[config.mk]
export PLATFORM = sky130hd
export DESIGN_NAME = flash_wr_qual
export DESIGN_NICKNAME = d
export VERILOG_FILES = /design/src/rtl/wq_pkg.sv /design/src/rtl/wq_delay.sv /design/src/rtl/wq_por_timer.sv /design/src/rtl/wq_cycle_qual.sv /design/src/rtl/flash_wr_qual.sv
export SDC_FILE = /design/constraint.sdc
export NUM_CORES = 1
export LEC_CHECK = 0
export BUFFER_PORTS_ARGS = -buffer_cell sky130_fd_sc_hd__buf_2
export CAP_MARGIN = 20
export CELL_PAD_IN_SITES_DETAIL_PLACEMENT = 1
export CELL_PAD_IN_SITES_GLOBAL_PLACEMENT = 1
export CORE_MARGIN = 3
export CORE_UTILIZATION = 24
export CTS_CLUSTER_DIAMETER = 40
export DETAILED_ROUTE_END_ITERATION = 7
export PLACE_DENSITY = 0.6
export SYNTH_ARGS = -nofsm -noshare
export SYNTH_HDL_FRONTEND = slang
export SYNTH_SLANG_ARGS = --single-unit
[constraint.sdc]
create_clock -name clk -period 1.6 [get_ports clk]
set_clock_uncertainty 0.1 [all_clocks]
set_input_delay 0.16 -clock clk [delete_from_list [all_inputs] [get_ports clk]]
set_output_delay 0.16 -clock clk [all_outputs]
set_load 0.02 [all_outputs]
[src/rtl/wq_pkg.sv]
package wq_pkg;
    localparam int ADDR_W    = 20;
    localparam int DATA_W    = 16;
    localparam int SYNC_DEPTH = 2;

    // Control lines after synchronization
    typedef struct packed {
        logic supply_ok;
        logic ce_n;
        logic oe_n;
        logic we_n;
    } ctl_t;

    // Idle values: supply bad, all strobes inactive (high)
    localparam ctl_t CTL_IDLE = '{supply_ok: 1'b0, ce_n: 1'b1, oe_n: 1'b1, we_n: 1'b1};

    // Payload carried with a write
    typedef struct packed {
        logic [ADDR_W-1:0] addr;
        logic [DATA_W-1:0] data;
    } wr_word_t;

    localparam int WORD_W = $bits(wr_word_t);

    // Saturating increment toward a limit
    function automatic logic [31:0] sat_inc(input logic [31:0] v, input logic [31:0] lim);
        return (v < lim) ? v + 32'd1 : lim;
    endfunction
endpackage

[src/rtl/wq_delay.sv]
module wq_delay #(
    parameter int W      = 4,
    parameter int STAGES = 2,
    parameter logic [W-1:0] RST_VAL = '0
) (
    input  logic         clk,
    input  logic         rst,
    input  logic [W-1:0] din,
    output logic [W-1:0] dout
);
    logic [W-1:0] stage_q [STAGES];

    for (genvar i = 0; i < STAGES; i++) begin : g_stage
        always_ff @(posedge clk) begin
            if (rst)
                stage_q[i] <= RST_VAL;
            else if (i == 0)
                stage_q[i] <= din;
            else
                stage_q[i] <= stage_q[(i == 0) ? 0 : i-1];
        end
    end

    assign dout = stage_q[STAGES-1];
endmodule

[src/rtl/wq_por_timer.sv]
module wq_por_timer #(
    parameter int POR_CYC = 1_000_000
) (
    input  logic clk,
    input  logic rst,
    input  logic supply_ok_s,
    output logic ready
);
    localparam int CW = $clog2(POR_CYC + 1);
    localparam logic [CW-1:0] LIM = CW'(POR_CYC);

    logic [CW-1:0] hold_cnt;

    always_ff @(posedge clk) begin
        if (rst || !supply_ok_s)
            hold_cnt <= '0;
        else
            hold_cnt <= CW'(wq_pkg::sat_inc(32'(hold_cnt), 32'(POR_CYC)));
    end

    assign ready = (hold_cnt == LIM);

    // A supply drop must clear readiness on the next cycle
    assert_supply_low_clears_R6: assert property (@(posedge clk) disable iff (rst)
        !supply_ok_s |=> !ready);
endmodule

[src/rtl/wq_cycle_qual.sv]
module wq_cycle_qual #(
    parameter int MIN_LOW_CYC = 2
) (
    input  logic             clk,
    input  logic             rst,
    input  wq_pkg::ctl_t     ctl_s,
    input  wq_pkg::wr_word_t word_s,
    input  logic             por_ready,
    output logic             accept,
    output wq_pkg::wr_word_t accepted
);
    localparam int CW = $clog2(MIN_LOW_CYC + 1);
    localparam logic [CW-1:0] LIM = CW'(MIN_LOW_CYC);

    logic          in_cycle;
    logic          cyc_open;
    logic [CW-1:0] low_cnt;
    logic          inhibit;
    logic          closing;
    logic          pass;

    assign in_cycle = !ctl_s.ce_n && !ctl_s.we_n;
    assign closing  = cyc_open && !in_cycle;
    assign pass     = closing && !inhibit && por_ready && (low_cnt == LIM);

    always_ff @(posedge clk) begin
        if (rst) begin
            cyc_open <= 1'b0;
            low_cnt  <= '0;
            inhibit  <= 1'b0;
            accept   <= 1'b0;
            accepted <= '0;
        end else begin
            accept <= pass;
            if (pass)
                accepted <= word_s;
            if (in_cycle) begin
                cyc_open <= 1'b1;
                low_cnt  <= cyc_open ? CW'(wq_pkg::sat_inc(32'(low_cnt), 32'(MIN_LOW_CYC))) : CW'(1);
                inhibit  <= (cyc_open && inhibit) || !ctl_s.oe_n || !ctl_s.supply_ok || !por_ready;
            end else begin
                cyc_open <= 1'b0;
            end
        end
    end

    assert_pulse_single_R7: assert property (@(posedge clk) disable iff (rst)
        accept |=> !accept);
    assert_min_width_R3: assert property (@(posedge clk) disable iff (rst)
        accept |-> $past(low_cnt) == LIM);
    assert_oe_inhibit_R1: assert property (@(posedge clk) disable iff (rst)
        (in_cycle && !ctl_s.oe_n) |=> (!accept && cyc_open) || !cyc_open);
endmodule

[src/rtl/flash_wr_qual.sv]
module flash_wr_qual #(
    parameter int MIN_LOW_CYC = 2,
    parameter int POR_CYC     = 1_000_000
) (
    input  logic                      clk,
    input  logic                      rst,
    input  logic                      supply_ok,
    input  logic                      ce_n,
    input  logic                      oe_n,
    input  logic                      we_n,
    input  logic [wq_pkg::ADDR_W-1:0] addr,
    input  logic [wq_pkg::DATA_W-1:0] data,
    output logic                      wr_accept,
    output logic [wq_pkg::ADDR_W-1:0] wr_addr,
    output logic [wq_pkg::DATA_W-1:0] wr_data
);
    import wq_pkg::*;

    ctl_t     ctl_raw, ctl_s;
    wr_word_t word_raw, word_s, word_acc;
    logic     por_ready;

    assign ctl_raw  = '{supply_ok: supply_ok, ce_n: ce_n, oe_n: oe_n, we_n: we_n};
    assign word_raw = '{addr: addr, data: data};

    // Strobes through the synchronizer
    wq_delay #(.W($bits(ctl_t)), .STAGES(SYNC_DEPTH), .RST_VAL(CTL_IDLE)) u_ctl_sync (
        .clk(clk), .rst(rst), .din(ctl_raw), .dout(ctl_s)
    );

    // Payload delayed by the same depth so it lines up with the strobes
    wq_delay #(.W(WORD_W), .STAGES(SYNC_DEPTH), .RST_VAL('0)) u_word_pipe (
        .clk(clk), .rst(rst), .din(word_raw), .dout(word_s)
    );

    wq_por_timer #(.POR_CYC(POR_CYC)) u_por (
        .clk(clk), .rst(rst), .supply_ok_s(ctl_s.supply_ok), .ready(por_ready)
    );

    wq_cycle_qual #(.MIN_LOW_CYC(MIN_LOW_CYC)) u_qual (
        .clk(clk), .rst(rst), .ctl_s(ctl_s), .word_s(word_s),
        .por_ready(por_ready), .accept(wr_accept), .accepted(word_acc)
    );

    assign wr_addr = word_acc.addr;
    assign wr_data = word_acc.data;

    assert_accept_after_holdoff_R5: assert property (@(posedge clk) disable iff (rst)
        wr_accept |-> $past(por_ready));
    assert_supply_blocks_R4: assert property (@(posedge clk) disable iff (rst)
        !ctl_s.supply_ok |=> !wr_accept);
endmodule

### Yosys cells after proc, flatten, opt, wreduce, memory -nomap -nowiden

Memories as Yosys holds them, arrays and structs flattened. A register that Yosys moved wholly into a read port is not among the register bits.
Cells that the tools add are included.
Widths: inputs -> output; s select.

* bits in registers: 25
* memories: 2
* input bits: 42
* RAM bits: 80

Memory list
* u_word_pipe.stage_q: words 2, bits a word 36, rd ports 2, clocked after Yosys merged registers in 1, write ports 2, RTL line wq_delay.sv:11 `logic [W-1:0] stage_q [STAGES];`
* u_ctl_sync.stage_q: words 2, bits a word 4, rd ports 2, clocked after Yosys merged registers in 0, write ports 2, RTL line wq_delay.sv:11

* eq/ne operators: 2
* magnitude comparators: 2
* reduce and logical (&&, ||, !) cells: 18
* bitwise logic cells: 5
* $add $sub $neg: 2
* muxes and demuxes: 11

Operators by type and width (number)
* $mux 36: 2
* $add 20x1->20 const B: 1
* $eq 20x20->1 const B: 1
* $lt 20x20->1 const B: 1
* $mux 20: 1
* $mux 4: 2
* $logic_not 1->1: 7
* $logic_and 1x1->1: 6
* $logic_or 1x1->1: 4
* $mux 1: 4
* $mux 2: 2
* $or 1x1->1: 4
* $add 2x1->2 const B: 1
* $eq 2x2->1 const B: 1
* $lt 2x2->1 const B: 1
* $reduce_or 2->1: 1
* $not 1->1: 1

### Depth between registers and ports, before layout

An unclocked memory read counts as a cell.

* depth after elaboration: 8
* gate-level depth with buffers: 8
* mapped depth without buffers: 6

### Cells and area by module

Synthesis repeated with hierarchy kept, for this count alone.

* cell total of the unflattened synthesis: 461
* area total of the unflattened synthesis: 4981.0 µm²

Modules (own cells, without submodules)
* wq_delay (u_word_pipe): times used 1, cells an instance 152, area an instance 1981.9 µm²
* wq_cycle_qual: times used 1, cells an instance 177, area an instance 1824.2 µm²
* wq_por_timer: times used 1, cells an instance 116, area an instance 964.7 µm²
* wq_delay (u_ctl_sync): times used 1, cells an instance 16, area an instance 210.2 µm²

### Worst setup path before layout

Ideal clock, no wire load.

* path type: reg2reg
* start: reg u_por.hold_cnt[0]
* end: reg u_por.hold_cnt[16]
* stages on the path, launching flop included: 6
* arrival time: 1.528 ns
* path buffers: 0
* data required time: 1.426 ns
* setup time: 0.074 ns
* path slack: -0.103 ns
* path through: dfxtp_1 ha_1 nand4_1 or2_2 or3_1 a31oi_1

* word-level cells in the longest chain between the ends: 2

RTL lines
* from (decl): RTL line wq_por_timer.sv:12 `logic [CW-1:0] hold_cnt;`
* from (signal assigned): RTL line wq_por_timer.sv:18 `hold_cnt <= CW'(wq_pkg::sat_inc(32'(hold_cnt), 32'(POR_CYC)));`
* $add 20x1->20 / $lt 20x20->1 (equally long branches): RTL line wq_pkg.sv:27 `return (v < lim) ? v + 32'd1 : lim;`
* $mux 20 *: RTL line wq_pkg.sv:27

Mark *: on every way between the ends. The rest lies on a longest branch, timed or not.
A chain may end at the register's enable or synchronous reset.

### Final worst setup path

* start: reg u_por.hold_cnt[13]
* end: reg u_qual.accepted[16] (netlist name)

* word-level cells in the longest chain between the ends: 3

RTL lines
* $eq 20x20->1: RTL line wq_por_timer.sv:21 `assign ready = (hold_cnt == LIM);`
* $logic_and 1x1->1 (2 in a row): RTL line wq_cycle_qual.sv:24 `assign pass = closing && !inhibit && por_ready && (low_cnt == LIM);`

No other way between the ends.

==> impl_results.md <==
* Status: finished with violations
* Failing checks: setup timing
* Rel. slew slack at 79.9%
* Tcrit/Tclk final at 106%
* Vias in the first global route at 4308
* Placer Congestion at 0.796
* Fmax at 587 MHz
* Drt total wl at 14100 um
* Crit. End Element: register
* Final min period at around 1700 ps
* Power Internal at 6.26 mW
* Crit path arrival time at 1900 ps
* Final setup TNS at -2210 ps
* Clock Tree Buf Depth at 2
* Top cell family by delay on the critical path: simple AND/OR/NAND/NOR gates
* Area share of the largest cell type after synthesis at approximately 60%
* Filler cells at around 2100
* Crit Path Class: register to register
* CTS root buf: clkbuf_16
* Distinct cells, synth at 38
* Pin count of the biggest net entering global routing at 66
* Seq/Total Area, Yosys at 59.8%
* Syn Inst Count at 472
* Endpoints failing setup at 39
* Clock sink total at ~140
* Worst Tran Pin Value at 301 ps
* Global route overflow at 0
* Layout cells sized above 1 at a little over a third
* Main synth FF type: dfxtp_1
* Top-count cell post-synth: dfxtp_1
* Die area at 21400 um2
* Max-cap viol count at 0
* Antenna violations before repair at 0
* CTS Buf Count at 17
* Post-DRT Antenna Nets at 0
* CP bufs+invs at 2
* DR iter-0 viols at 214
* Layout area overhead at 53.5%
* Post-synth net total at a little over 500
* H-tree depth at 4
* Post-synth design cell area at 4720 um2
* Post-synth EDFFs at 0
* Via count at between 4000 and 5000
* Dpl ws at -267 ps
* # diodes at 0
* Via density at about 4.4
* Sw frac at around a fifth
* Unrepaired setup endpoints after global routing: true
* Starting Density at 24.8%
* Sequential share of power at 45.9%
* Combinational share of power at under 10%
* Max stage delay cell, worst path: dfxtp_2
* Critical-path cell list: nor4_4 > buf_4 > nand4b_1 > buf_12 > o21ai_2 > a21oi_1
* CP Max Fanout at 37
* Drc violations at 0
* FP Rows at 50
* Final Max Tran Viols at 0
* CTS tree: yes
* Peak supply drop at 0.782 mV
* I/O Buffers at 78
* Core region area at 19000 um2
* First-pass GRT wire length at 21900 um
* First-pass detailed-route iteration total at 4
* Largest incremental delay on the critical path at 340 ps
* Hold Vio Cnt, Final at 0
* Clock power share at 50.7%
* Die X at 146 um
* Final WS setup at -103 ps
* Nets@finish at 676
* Psw at 1.64 mW
* Top post-synthesis cells by area: dfxtp_1, nor2b_1, nand4_1, a21oi_1, o21ai_0
* Wirelength per Cell at 15.6 um
* Clock-pin slew on the worst setup and hold paths at ~60 ps
* #FFs+latches synth at 141
* P_leak at approximately 2.8 nW
* WP data required at approximately 1800 ps
* Worst hold path type: input port to register
* Overall Global Routing Usage at around an eighth
* Async set-reset flop share out of synthesis at 0%
* Clock Latency Late Sink at roughly 420 ps
* P per Cell Area at 1090 nW/um2
* Die Y at approximately 150 um
* YS warnings at 0
* CP Launch Type: register
* DPL Wire Length at 8740 um
* Io pins at 79
* Area leader, netlist: dfxtp_1
* Commonest cells post-synth: dfxtp_1, nor2b_1, nand4_1
* Syn Area/Cell at 10.0 um2
[placed cells by master, fill, tap and decap left out, types with 6 or more instances in the layout]
cell | netlist | routed
nor2b_1 | 76 | 75
dfxtp_1 | 141 | 125
nor2_1 | 20 | 20
nand4_1 | 42 | 42
or2_2 | 8 | 7
xnor2_1 | 12 | 12
a21oi_1 | 40 | 34
o21ai_1 | 1 | 18
buf_2 | 5 | 77
buf_12 | 0 | 8
dlygate4sd3_1 | 0 | 40
clkbuf_16 | 0 | 19
inv_1 | 6 | 6
clkinvlp_4 | 0 | 6
buf_6 | 0 | 7
o21ai_2 | 0 | 15
buf_4 | 5 | 39
dfxtp_2 | 0 | 12
[power by group through the flow]
stage                     registers, mW  clock network (mW)  logic, mW
after floorplan                    3.70                   0      0.107
after global placement             3.71                   0      0.186
after detailed placement           3.71                   0      0.190
after CTS                          3.63                4.11      0.266
after global routing               3.63                4.27      0.298
final                              3.63                4.01      0.268
[registers in the layout, indices dropped and copies added, names as in the netlist]
name / cells
u_qual.low_cnt: 2
u_por.hold_cnt: 20
u_qual.accepted: 36
u_qual.accept: 1
u_qual.cyc_open: 1
u_ctl_sync.stage_q: 8
u_qual.inhibit: 1
u_word_pipe.stage_q: 72
[cell families (layout without fill, tap and decap cells)]
family | after synthesis | count (layout) | synth area share (%)
AOI/OAI and AO/OA | 92 | 93 | 10.4
xor gates and xnor gates | 13 | 13 | 2.41
adders and majority gates | 2 | 2 | 0.530
DFF | 141 | 141 | 59.8
buffers and inverters | 41 | 213 | 3.79
and+or+nand+nor | 183 | 183 | 23.1
[worst paths after layout]
| kind | slack [ps] | start | endpoint | cells after the start |
|---|---|---|---|---|
| setup / recovery | -100 | u_por.hold_cnt[13] | u_qual.accepted[16] | 6 |
| hold / removal | 130 | rst | u_qual.accepted[33] | 3 |
| setup reg to reg | -100 | u_por.hold_cnt[13] | u_qual.accepted[16] | 6 |
| hold reg to reg | 320 | u_ctl_sync.stage_q[0][1] | u_ctl_sync.stage_q[1][1] | 1 |
[repair_timing]
action,CTS,global route
gates cloned,2,3
hold buffers,40,0
setup buffers,7,3
hold endpoints to repair,40,0
pin swaps,7,20
endpoints found under the setup margin,53,56
gates resized for setup,47,70
[metal layers]
metal	up-vias	wire length [um]	GRT usage (%)
met5	-	0	0
met2	69	7600	23.5
met4	0	199	5.22
li1	1964	-	-
met1	1955	5820	14.0
met3	14	489	3.72
[stage by stage]
| step | utilization [%] | power (mW) | instances | cell area [um2] | hold WS, ps |
|---|---|---|---|---|---|
| final | 38.1 | 7.90 | 905 | 7250 | 126 |
| after CTS | 36.8 | 8.00 | 899 | 7000 | 127 |
| after detailed placement | 30.2 | 3.90 | 818 | 5740 | 257 |
| after global routing | 38.1 | 8.21 | 905 | 7250 | 132 |
| after floorplan | - | 3.80 | 472 | 4780 | 164 |
| after global placement | 30.2 | 3.89 | 818 | 5740 | 257 |
[cell type report]
| class | instances | area (um2) | share of cell area (%) |
|---|---|---|---|
| Clock buffer | 19 | 443 | 6.11 |
| Clock inverter | 13 | 166 | 2.29 |
| Inverter | 6 | 22.5 | 0.311 |
| Multi-Input combinational cell | 291 | 2020 | 27.8 |
| Sequential cell | 141 | 2850 | 39.3 |
| Tap cell | 260 | 325 | 4.49 |
| Timing Repair Buffer | 175 | 1420 | 19.6 |
[worst register-to-register path: stages (launching register included)]
cell	delay, ps
dfxtp_2	340
nor4_4	310
buf_4	160
nand4b_1	140
buf_12	220
o21ai_2	220
a21oi_1	90
No activity file was read; power rests on OpenSTA's default activity.
